### src/rtl/dpdma_pkg.sv
package dpdma_pkg;

    typedef enum logic [2:0] {
        ST_IDLE,
        ST_CHECK,
        ST_READ,
        ST_WRITE,
        ST_STEP,
        ST_DONE
    } dma_state_e;

    // Word indices inside one channel block
    localparam int PLANE_WORDS = 3;
    localparam int WI_CTRL     = 6;
    localparam int WI_CMD      = 7;
    localparam int WI_STOP     = 8;
    localparam int WI_STAT     = 9;

    // Command word bit positions
    localparam int CB_GO   = 0;
    localparam int CB_NEXT = 1;
    localparam int CB_LAST = 2;

endpackage

### src/rtl/dpdma_regs.sv
module dpdma_regs
    import dpdma_pkg::*;
#(
    parameter int ADDR_W    = 32,
    parameter int CNT_W     = 25,
    parameter int MAX_BYTES = 2**24,
    parameter int REG_AW    = 6
) (
    input  logic              clk,
    input  logic              rst_n,
    input  logic              reg_wr,
    input  logic [REG_AW-1:0] reg_addr,
    input  logic [31:0]       reg_wdata,
    output logic [31:0]       reg_rdata,
    input  logic              busy,
    input  logic              step,
    input  logic              plane_set_en,
    input  logic              plane_set_val,
    output logic              plane_q,
    output logic [ADDR_W-1:0] act_src,
    output logic [ADDR_W-1:0] act_dst,
    output logic [CNT_W-1:0]  act_cnt,
    output logic [1:0]        unit_shift,
    output logic              mode_valid,
    output logic              dbl_mode,
    output logic              start_cmd,
    output logic              next_cmd,
    output logic              last_cmd,
    output logic              stop_cmd
);

    localparam int          IDX_W = REG_AW - 2;
    localparam logic [31:0] MAX_B = 32'(MAX_BYTES);

    logic [3:0]       ctrl_q;
    logic             word_ok;
    logic             wr_en;
    logic [IDX_W-1:0] widx;
    logic [31:0]      lim;
    logic [CNT_W-1:0] cnt_wval;
    logic [ADDR_W-1:0] step_inc;
    logic             ctrl_wr;

    assign word_ok    = (reg_addr[1:0] == 2'b00);
    assign wr_en      = reg_wr && word_ok;
    assign widx       = reg_addr[REG_AW-1:2];
    assign unit_shift = (ctrl_q[1:0] == 2'd3) ? 2'd2 : ctrl_q[1:0];
    assign lim        = MAX_B >> unit_shift;
    assign cnt_wval   = (reg_wdata > lim) ? CNT_W'(lim) : CNT_W'(reg_wdata);
    assign step_inc   = ADDR_W'(1) << unit_shift;
    assign mode_valid = (ctrl_q[2] == ctrl_q[3]);
    assign dbl_mode   = ctrl_q[2] & ctrl_q[3];
    assign ctrl_wr    = wr_en && (widx == IDX_W'(WI_CTRL)) && !busy;

    assign start_cmd = wr_en && (widx == IDX_W'(WI_CMD)) && reg_wdata[CB_GO];
    assign next_cmd  = wr_en && (widx == IDX_W'(WI_CMD)) && reg_wdata[CB_NEXT];
    assign last_cmd  = wr_en && (widx == IDX_W'(WI_CMD)) && reg_wdata[CB_LAST];
    assign stop_cmd  = wr_en && (widx == IDX_W'(WI_STOP)) && reg_wdata[0];

    // Two parameter planes; the active one is stepped by the engine and
    // protected from host writes while the channel runs.
    for (genvar p = 0; p < 2; p++) begin : g_plane
        localparam logic [IDX_W-1:0] BASE = IDX_W'(p * PLANE_WORDS);
        logic [ADDR_W-1:0] src_q;
        logic [ADDR_W-1:0] dst_q;
        logic [CNT_W-1:0]  cnt_q;
        logic              is_act;
        logic              host_ok;

        assign is_act  = (plane_q == 1'(p));
        assign host_ok = wr_en && !(busy && is_act);

        always_ff @(posedge clk or negedge rst_n) begin
            if (!rst_n) begin
                src_q <= '0;
                dst_q <= '0;
                cnt_q <= '0;
            end else if (step && is_act) begin
                src_q <= src_q + step_inc;
                dst_q <= dst_q + step_inc;
                cnt_q <= cnt_q - CNT_W'(1);
            end else if (host_ok) begin
                if (widx == BASE)              src_q <= ADDR_W'(reg_wdata);
                if (widx == BASE + IDX_W'(1))  dst_q <= ADDR_W'(reg_wdata);
                if (widx == BASE + IDX_W'(2))  cnt_q <= cnt_wval;
            end
        end
    end

    always_ff @(posedge clk or negedge rst_n) begin
        if (!rst_n) begin
            ctrl_q  <= '0;
            plane_q <= 1'b0;
        end else begin
            if (ctrl_wr) ctrl_q <= reg_wdata[3:0];
            if (plane_set_en)  plane_q <= plane_set_val;
            else if (ctrl_wr)  plane_q <= 1'b0;
        end
    end

    assign act_src = plane_q ? g_plane[1].src_q : g_plane[0].src_q;
    assign act_dst = plane_q ? g_plane[1].dst_q : g_plane[0].dst_q;
    assign act_cnt = plane_q ? g_plane[1].cnt_q : g_plane[0].cnt_q;

    always_comb begin
        reg_rdata = '0;
        if (word_ok) begin
            case (widx)
                IDX_W'(0):       reg_rdata = 32'(g_plane[0].src_q);
                IDX_W'(1):       reg_rdata = 32'(g_plane[0].dst_q);
                IDX_W'(2):       reg_rdata = 32'(g_plane[0].cnt_q);
                IDX_W'(3):       reg_rdata = 32'(g_plane[1].src_q);
                IDX_W'(4):       reg_rdata = 32'(g_plane[1].dst_q);
                IDX_W'(5):       reg_rdata = 32'(g_plane[1].cnt_q);
                IDX_W'(WI_CTRL): reg_rdata = 32'(ctrl_q);
                IDX_W'(WI_STAT): reg_rdata = {30'd0, plane_q, busy};
                default:         reg_rdata = '0;
            endcase
        end
    end

endmodule

### src/rtl/dpdma_engine.sv
module dpdma_engine
    import dpdma_pkg::*;
#(
    parameter int ADDR_W = 32,
    parameter int DATA_W = 32,
    parameter int CNT_W  = 25
) (
    input  logic              clk,
    input  logic              rst_n,
    input  logic              start_cmd,
    input  logic              next_cmd,
    input  logic              last_cmd,
    input  logic              stop_cmd,
    input  logic              mode_valid,
    input  logic              dbl_mode,
    input  logic [1:0]        unit_shift,
    input  logic              plane_q,
    input  logic [ADDR_W-1:0] act_src,
    input  logic [ADDR_W-1:0] act_dst,
    input  logic [CNT_W-1:0]  act_cnt,
    input  logic [DATA_W-1:0] mem_rdata,
    input  logic              mem_ack,
    output logic              busy,
    output logic              done,
    output logic              step,
    output logic              plane_set_en,
    output logic              plane_set_val,
    output logic              mem_req,
    output logic              mem_we,
    output logic [ADDR_W-1:0] mem_addr,
    output logic [1:0]        mem_size,
    output logic [DATA_W-1:0] mem_wdata
);

    dma_state_e        state_q, state_d;
    logic              pending_q;
    logic              stop_q;
    logic [DATA_W-1:0] data_q;
    logic              chain;

    // Continuation is taken from the held flag or from a command landing now.
    assign chain = dbl_mode && !stop_q &&
                   ((pending_q && !last_cmd) || (start_cmd && next_cmd));

    // State register
    always_ff @(posedge clk or negedge rst_n) begin
        if (!rst_n) state_q <= ST_IDLE;
        else        state_q <= state_d;
    end

    // Next-state logic
    always_comb begin
        state_d = state_q;
        unique case (state_q)
            ST_IDLE:  if (start_cmd && mode_valid) state_d = ST_CHECK;
            ST_CHECK: begin
                if (stop_q)                   state_d = ST_IDLE;
                else if (act_cnt == '0)       state_d = ST_DONE;
                else                          state_d = ST_READ;
            end
            ST_READ:  if (mem_ack) state_d = stop_q ? ST_IDLE : ST_WRITE;
            ST_WRITE: if (mem_ack) state_d = ST_STEP;
            ST_STEP: begin
                if (stop_q)                   state_d = ST_IDLE;
                else if (act_cnt == CNT_W'(1)) state_d = ST_DONE;
                else                          state_d = ST_READ;
            end
            ST_DONE:  state_d = chain ? ST_CHECK : ST_IDLE;
            default:  state_d = ST_IDLE;
        endcase
    end

    // Side registers: held continuation, stop request, beat data
    always_ff @(posedge clk or negedge rst_n) begin
        if (!rst_n) begin
            pending_q <= 1'b0;
            stop_q    <= 1'b0;
            data_q    <= '0;
        end else begin
            if (state_q == ST_IDLE || state_q == ST_DONE) pending_q <= 1'b0;
            else if (last_cmd)                            pending_q <= 1'b0;
            else if (start_cmd && next_cmd && dbl_mode)   pending_q <= 1'b1;

            if (state_q == ST_IDLE) stop_q <= 1'b0;
            else if (stop_cmd)      stop_q <= 1'b1;

            if (state_q == ST_READ && mem_ack) data_q <= mem_rdata;
        end
    end

    // Outputs
    always_comb begin
        busy          = (state_q != ST_IDLE);
        done          = (state_q == ST_DONE);
        step          = (state_q == ST_STEP);
        mem_req       = (state_q == ST_READ) || (state_q == ST_WRITE);
        mem_we        = (state_q == ST_WRITE);
        mem_addr      = (state_q == ST_WRITE) ? act_dst : act_src;
        mem_size      = unit_shift;
        mem_wdata     = data_q;
        plane_set_en  = 1'b0;
        plane_set_val = 1'b0;
        if (state_q == ST_IDLE && start_cmd && mode_valid) begin
            plane_set_en  = 1'b1;
            plane_set_val = (dbl_mode && next_cmd) ? ~plane_q : 1'b0;
        end else if (state_q == ST_DONE && chain) begin
            plane_set_en  = 1'b1;
            plane_set_val = ~plane_q;
        end
    end

endmodule

### src/rtl/dual_plane_dma.sv
module dual_plane_dma
    import dpdma_pkg::*;
#(
    parameter int ADDR_W    = 32,
    parameter int DATA_W    = 32,
    parameter int CNT_W     = 25,
    parameter int MAX_BYTES = 2**24,
    parameter int REG_AW    = 6
) (
    input  logic              clk,
    input  logic              rst_n,
    input  logic              reg_wr,
    input  logic [REG_AW-1:0] reg_addr,
    input  logic [31:0]       reg_wdata,
    output logic [31:0]       reg_rdata,
    output logic              mem_req,
    output logic              mem_we,
    output logic [ADDR_W-1:0] mem_addr,
    output logic [1:0]        mem_size,
    output logic [DATA_W-1:0] mem_wdata,
    input  logic [DATA_W-1:0] mem_rdata,
    input  logic              mem_ack,
    output logic              busy,
    output logic              done
);

    logic              step_w;
    logic              plane_set_en_w;
    logic              plane_set_val_w;
    logic              plane_w;
    logic [ADDR_W-1:0] act_src_w;
    logic [ADDR_W-1:0] act_dst_w;
    logic [CNT_W-1:0]  act_cnt_w;
    logic [1:0]        unit_shift_w;
    logic              mode_valid_w;
    logic              dbl_mode_w;
    logic              start_w;
    logic              next_w;
    logic              last_w;
    logic              stop_w;

    dpdma_regs #(
        .ADDR_W(ADDR_W), .CNT_W(CNT_W), .MAX_BYTES(MAX_BYTES), .REG_AW(REG_AW)
    ) u_regs (
        .clk(clk), .rst_n(rst_n),
        .reg_wr(reg_wr), .reg_addr(reg_addr), .reg_wdata(reg_wdata), .reg_rdata(reg_rdata),
        .busy(busy), .step(step_w),
        .plane_set_en(plane_set_en_w), .plane_set_val(plane_set_val_w),
        .plane_q(plane_w), .act_src(act_src_w), .act_dst(act_dst_w), .act_cnt(act_cnt_w),
        .unit_shift(unit_shift_w), .mode_valid(mode_valid_w), .dbl_mode(dbl_mode_w),
        .start_cmd(start_w), .next_cmd(next_w), .last_cmd(last_w), .stop_cmd(stop_w)
    );

    dpdma_engine #(
        .ADDR_W(ADDR_W), .DATA_W(DATA_W), .CNT_W(CNT_W)
    ) u_engine (
        .clk(clk), .rst_n(rst_n),
        .start_cmd(start_w), .next_cmd(next_w), .last_cmd(last_w), .stop_cmd(stop_w),
        .mode_valid(mode_valid_w), .dbl_mode(dbl_mode_w), .unit_shift(unit_shift_w),
        .plane_q(plane_w), .act_src(act_src_w), .act_dst(act_dst_w), .act_cnt(act_cnt_w),
        .mem_rdata(mem_rdata), .mem_ack(mem_ack),
        .busy(busy), .done(done), .step(step_w),
        .plane_set_en(plane_set_en_w), .plane_set_val(plane_set_val_w),
        .mem_req(mem_req), .mem_we(mem_we), .mem_addr(mem_addr),
        .mem_size(mem_size), .mem_wdata(mem_wdata)
    );

endmodule

### config.mk
export PLATFORM = sky130hd
export DESIGN_NAME = dual_plane_dma
export DESIGN_NICKNAME = d
export VERILOG_FILES = /design/src/rtl/dpdma_pkg.sv /design/src/rtl/dpdma_regs.sv /design/src/rtl/dpdma_engine.sv /design/src/rtl/dual_plane_dma.sv
export SDC_FILE = /design/constraint.sdc
export NUM_CORES = 1
export LEC_CHECK = 0
export ABC_CLOCK_PERIOD_IN_PS = 4200
export BUFFER_PORTS_ARGS = -buffer_cell sky130_fd_sc_hd__buf_2
export CORE_UTILIZATION = 37
export CTS_CLUSTER_DIAMETER = 80
export DETAILED_ROUTE_END_ITERATION = 8
export SYNTH_ARGS = -nofsm -noshare
export SYNTH_HDL_FRONTEND = slang
export SYNTH_HIERARCHICAL = 1
export SYNTH_SLANG_ARGS = --single-unit
### constraint.sdc
create_clock -name clk -period 4.2 [get_ports clk]
set_clock_uncertainty 0.15 [all_clocks]
set_input_delay 0.21 -clock clk [delete_from_list [all_inputs] [get_ports clk]]
set_output_delay 0.21 -clock clk [all_outputs]
set_load 0.02 [all_outputs]
Word level (Yosys, flattened, before mapping)
Index checks and enable logic that the tools add are counted.
{"block": "totals", "reg_bits": 220, "input_bits": 74, "out_inout_bits": 102, "word_cells": 148}
{"block": "classes", "addsub": 6, "n_lt_le_gt_ge": 1, "n_eq_ne": 20, "shift": 2, "muxes": 48, "bitwise": 2, "reduce_logical": 57}
{"operator": "$mux 32", "n": 16}
{"operator": "$pmux 32 s8", "n": 1}
{"operator": "$mux 25", "n": 8}
{"operator": "$add 32x32->32", "n": 4}
{"operator": "$sub 25x1->25 const B", "n": 2}
{"operator": "$gt 32x32->1", "n": 1}
{"operator": "$shl 1x2->32 const A", "n": 1}
{"operator": "$shr 25x2->32 const A", "n": 1}
{"operator": "$logic_and 1x1->1", "n": 26}
{"operator": "$eq 25x1->1 const B", "n": 1}
{"operator": "$logic_not 25->1", "n": 1}
{"operator": "$mux 3", "n": 7}
{"operator": "$reduce_bool 2->1", "n": 10}
{"operator": "$pmux 3 s6", "n": 1}
{"operator": "$eq 4x3->1 const B", "n": 4}
{"operator": "$mux 1", "n": 13}
{"operator": "$reduce_and 2->1", "n": 6}
{"operator": "$eq 4x2->1 const B", "n": 2}
{"operator": "$eq 4x4->1 const B", "n": 2}
{"operator": "$eq 3x2->1 const B", "n": 2}
{"operator": "$eq 3x3->1 const B", "n": 2}
{"operator": "$reduce_bool 3->1", "n": 2}
{"operator": "$logic_not 1->1", "n": 5}
{"operator": "$eq 4x1->1 const B", "n": 1}
{"operator": "other kinds (13)", "n": 17}

Depth between registers and ports, before layout
{"block": "depth", "depth_word": 12, "mapped_depth": 13, "ltp_nobuf": 9}

Cells and area by module
The synthesis kept the hierarchy.
{"mod": "dpdma_regs", "n_inst": 1, "cells_each": 1707, "area_per_inst_um2": 14131.1, "seq_area_each_um2": 4579.4}
{"mod": "dpdma_engine", "n_inst": 1, "cells_each": 160, "area_per_inst_um2": 2018.2, "seq_area_each_um2": 925.9}

Worst setup path after synthesis
No wires, ideal clock.
{"block": "synth_timing", "kind": "reg-to-reg", "from": "reg u_regs.ctrl_q[1]", "to": "reg u_regs.g_plane[1].src_q[22]", "setup_time_ns": 0.099, "arrival_time_ns": 3.369, "required_time_ns": 3.951, "path_slack_ns": 0.582, "stages_incl_launch_ff": 13, "path_buffers": 4, "period_less_slack_ns": 3.618, "path_cell_list": "dfrtp_1 > buf_2 > buf_2 > buf_1 > nor2b_1 > inv_1 > fa_1 > a21boi_1 > or3_1 > clkbuf_1 > nor4_4 > a211oi_1 > a311oi_1"}
{"block": "synth_between", "elab_chain_cells": 5}
{"item": "start: declaration", "line_no": "dpdma_regs.sv:35", "rtl": "logic [3:0] ctrl_q;"}
{"item": "start signal: assignment", "line_no": "dpdma_regs.sv:95", "rtl": "if (ctrl_wr) ctrl_q <= reg_wdata[3:0];"}
{"item": "$eq 2x2->1", "line_no": "dpdma_regs.sv:47", "rtl": "assign unit_shift = (ctrl_q[1:0] == 2'd3) ? 2'd2 : ctrl_q[1:0];"}
{"item": "$mux 2", "line_no": "dpdma_regs.sv:47"}
{"item": "via unit_shift_w[0]", "line_no": "dual_plane_dma.sv:34", "rtl": "logic [1:0] unit_shift_w;"}
{"item": "$shl 1x2->32", "line_no": "dpdma_regs.sv:50", "rtl": "assign step_inc = ADDR_W'(1) << unit_shift;"}
{"item": "$add 32x32->32", "line_no": "dpdma_regs.sv:79", "rtl": "src_q <= src_q + step_inc;"}
{"item": "$mux 32", "line_no": "dpdma_regs.sv:78", "rtl": "end else if (step && is_act) begin"}
{"item": "end signal: assignment", "line_no": "dpdma_regs.sv:79"}
{"item": "end signal: assignment", "line_no": "dpdma_regs.sv:83", "rtl": "if (widx == BASE) src_q <= ADDR_W'(reg_wdata);"}
{"item": "end: declaration", "line_no": "dpdma_regs.sv:64", "rtl": "logic [ADDR_W-1:0] src_q;"}
The timed path passes the listed nets, and every way through them passes these cells.
A chain may end at the register's enable or synchronous reset.

Worst setup path in the final report
{"block": "layout_timing", "from": "reg u_regs.plane_q", "to": "out mem_addr[10]"}
{"block": "layout_between", "elab_chain_cells": 2, "elab_cells_between_ends": 3, "classes_between": "mux: 3"}
{"item": "start: declaration", "line_no": "dpdma_regs.sv:19", "rtl": "output logic plane_q,"}
{"item": "start signal: assignment", "line_no": "dpdma_regs.sv:96", "rtl": "if (plane_set_en) plane_q <= plane_set_val;"}
{"item": "$mux 32", "line_no": "dpdma_regs.sv:101", "rtl": "assign act_src = plane_q ? g_plane[1].src_q : g_plane[0].src_q;"}
{"item": "via act_src_w[10]", "line_no": "dual_plane_dma.sv:31", "rtl": "logic [ADDR_W-1:0] act_src_w;"}
{"item": "$mux 32", "line_no": "dpdma_engine.sv:98", "rtl": "mem_addr = (state_q == ST_WRITE) ? act_dst : act_src;"}
{"item": "end: declaration", "line_no": "dual_plane_dma.sv:18", "rtl": "output logic [ADDR_W-1:0] mem_addr,"}
The timed path passes the listed nets, and every way through them passes these cells.

==> flow_summary_export.csv <==
group,metric,value,unit
place,dp_hpwl,53200,um
synthesis,synthDominantCellAreaShare,0.341,
outcome,outcome,"complete, no violations",
setup_path,crit_type,"register to output port",
die,io_pins,176,
drt,detail_route.drc_violations,0,
place,pre_cts_ws,1.03,ns
flow_run,cap_violations,0,
cts,tritoncts_clock_tree,"yes",
drt,antenna_violating_nets_post_route,0,
power,p_per_area,481,mW/mm^2
synthesis,mean_cell_area_of_the_mapped_netlist,8.65,um^2
setup_path,r2r.worst_path.cells,8,
synthesis,synth-seq-cells,220,
setup_path,setup_slack_of_the_most_critical_reg_to_reg_path,0.96,ns
timing,worst_slew_pin_slew,1.11,ns
synthesis,synth.area.top_cells,"dfrtp_1, mux2_2, a22oi_1",
final_layout,final_nets,2125,
synthesis,synth_top_cells_by_count,"dfrtp_1, mux2_2, nand2_1",
final_layout,antenna_cells,0,
timing,clock.fmax,283,MHz
drt,routedWlPerCell,28.9,um
synthesis,synth_flop_cell,"dfrtp_1",
die,rows,76,
synthesis,synth_edf_count,0,
final_layout,post_layout_nonfiller_instances,2642,
drt,detailroute.via_count,18100,
drt,drt_pre_antenna_iters,8,
global_route,grt_max_degree,88,
timing,totalNegativeSetupSlack,0,ns
timing,final-setup-viol-count,0,
final_layout,layout-drive-gt1-share,0.232,
synthesis,netlist_instances,1867,
place,buffers_added_on_ports,175,
global_route,grt_overflow_total,0,
setup_path,reg2reg_from,"u_engine/state_q[0]",
drt,post_drt_via_cell_ratio,6.83,
synthesis,leading_cell_type_by_number_of_instances_after_synthesis,"dfrtp_1",
place,gpl.final_weighted_congestion,0.962,
die,dieWidth,211,um
global_route,global_route_wire_length_before_repair,112000,um
min_path,worst_hold_path_type,"input port to register",
place,post-place-cells,2520,
setup_path,critical_path.max_fanout,60,
cts,cts_root_buffer,"clkbuf_16",
setup_path,crit_arrival,3.18,ns
synthesis,ys_async_sr_fraction,1.00,
synthesis,synth.largest_area_cell,"dfrtp_1",
power,vdd_drop_max,0.367,mV
setup_path,cp.required,3.84,ns
global_route,globalRouteTotalUtil,0.336,
cts,post_cts_buffers,0,
die,die_h,211,um
min_path,min_delay_worst_endpoint,"u_regs/g_plane[1].src_q[23]",
cts,cts.reportedPaths.clkPinSlew,0.06,ns
setup_path,r2r-end,"u_regs/g_plane[1].dst_q[28]",
timing,setup_repair_after_global_routing_missed_its_margin,"false",
synthesis,synth_cell_types,96,
synthesis,synth_sequential_area_ratio,0.341,
min_path,hold_path_startpoint,"reg_wdata[23]",
min_path,worst_hold_path.num_cells,3,
cts,cts_hold_buf,67,
die,design.die.area,0.0445,mm^2
die,floorplan.core_area,0.0431,mm^2
timing,hold_slack,0.0207,ns
power,finalPower,9.32,mW
timing,finalCritPeriodShare,0.842,
cts,clk-insertion-delay-late,0.59,ns
power,power_leakage,7.73,nW
final_layout,area_delta_synth_final,20.1,%
cts,cts-root-to-sink-buffers,3,
drt,drt-initial-drc-count,2458,
timing,min_period,3.54,ns
global_route,first_global_vias,16800,
final_layout,postLayoutCoreUtil,0.450,
synthesis,synthesis.yosys.warnings,6,
cts,cts.htree.levels,1,
cts,cts_num_sinks,220,
cts,cts_buffers,30,
synthesis,synth_area,0.0161,mm^2
die,initial_core_utilization,0.375,
cts,ctsResizeCount,0,
setup_path,worstSetupEndpointType,"output port",
setup_path,startpoint_type,"register",
timing,slew-limit-headroom,0.250,
timing,timing.final.hold_violations,0,
synthesis,syn_nets,1958,
timing,count_of_final_max_slew_check_failures,0,
global_route,grt_antenna_before_repair,4,
place,placed_area,0.0176,mm^2
drt,drt-total-wl,76500,um
final_layout,finish.instance_area,0.0194,mm^2
timing,final.setup.worst_slack,0.662,ns
==> routing by layer <==
layer  global-route usage  up-vias  routed length (um)
met2                0.496     1289               32600
met5                    0        -                  57
met3               0.0787      288                9110
li1                     -     7593                   -
met1                0.449     8880               29800
met4                0.190        8                4830
==> logic make-up after synthesis <==
group | synth area share
AOI/OAI and AO/OA | 0.252
xor gates and xnor gates | 0.00488
adders and majority gates | 0.0163
buffers and inverters | 0.0494
DFF | 0.341
muxes | 0.112
and+or+nand+nor | 0.225
==> layout by cell type, fill, tap and decap left out, types with 18 or more instances in the layout <==
master,count
nand4_1,38
a21oi_1,86
nand3_1,90
a211oi_1,25
and3_1,37
nor4_1,51
inv_1,38
o211ai_1,34
nor2_1,129
clkbuf_16,31
a31oi_1,47
nand2b_1,18
mux2_2,146
o22ai_1,26
nand2_1,145
dlygate4sd3_1,66
a22oi_1,80
or3_1,23
nor3_1,58
dfrtp_1,219
buf_4,51
o311ai_0,20
buf_2,174
o21ai_0,87
==> registers in the layout, summed over array words and instances (netlist names) <==
name,flops
u_engine/pending_q,1
u_engine/stop_q,1
u_regs/g_plane.src_q,64
u_regs/g_plane.dst_q,64
u_regs/plane_q,1
u_engine/mem_wdata,32
u_regs/g_plane.cnt_q,50
u_regs/ctrl_q,4
u_engine/state_q,3
==> final cells by class <==
| class | instances | area, um^2 |
|---|---|---|
| clock buffers | 43 | 911 |
| well taps | 585 | 732 |
| inverters | 38 | 143 |
| flip-flops and latches | 220 | 5510 |
| multi-input cells | 1449 | 9900 |
| fillers | 4197 | 23700 |
| repair buffers | 295 | 1990 |
| clock inverters | 12 | 210 |
==> power by group <==
group	leakage (nW)	internal, mW	switching (mW)
combinational	4.48	1.16	1.66
sequential	2.69	2.62	0.933
clock	0.559	1.86	1.08
==> worst max-delay path: stages (launching register included) <==
cell and delay [ns]:
dfrtp_4 0.90, buf_4 0.72, mux2_2 0.45, mux2_2 0.28
buf_2 0.18
==> worst max-delay path by stage <==
stage	cells past startpoint	slack, ns	endpoint	start
global placement	10	1.04	u_regs/g_plane[1].src_q[24]	u_regs/ctrl_q[0]
finish	4	0.66	mem_addr[10]	u_regs/plane_q
CTS	4	0.70	mem_addr[10]	u_regs/plane_q
detailed placement	10	1.03	u_regs/g_plane[1].src_q[26]	u_regs/ctrl_q[0]
global route	4	0.60	mem_addr[10]	u_regs/plane_q
floorplan	12	0.58	u_regs/g_plane[1].src_q[22]	u_regs/ctrl_q[1]
(Power assumes the default switching activity.)
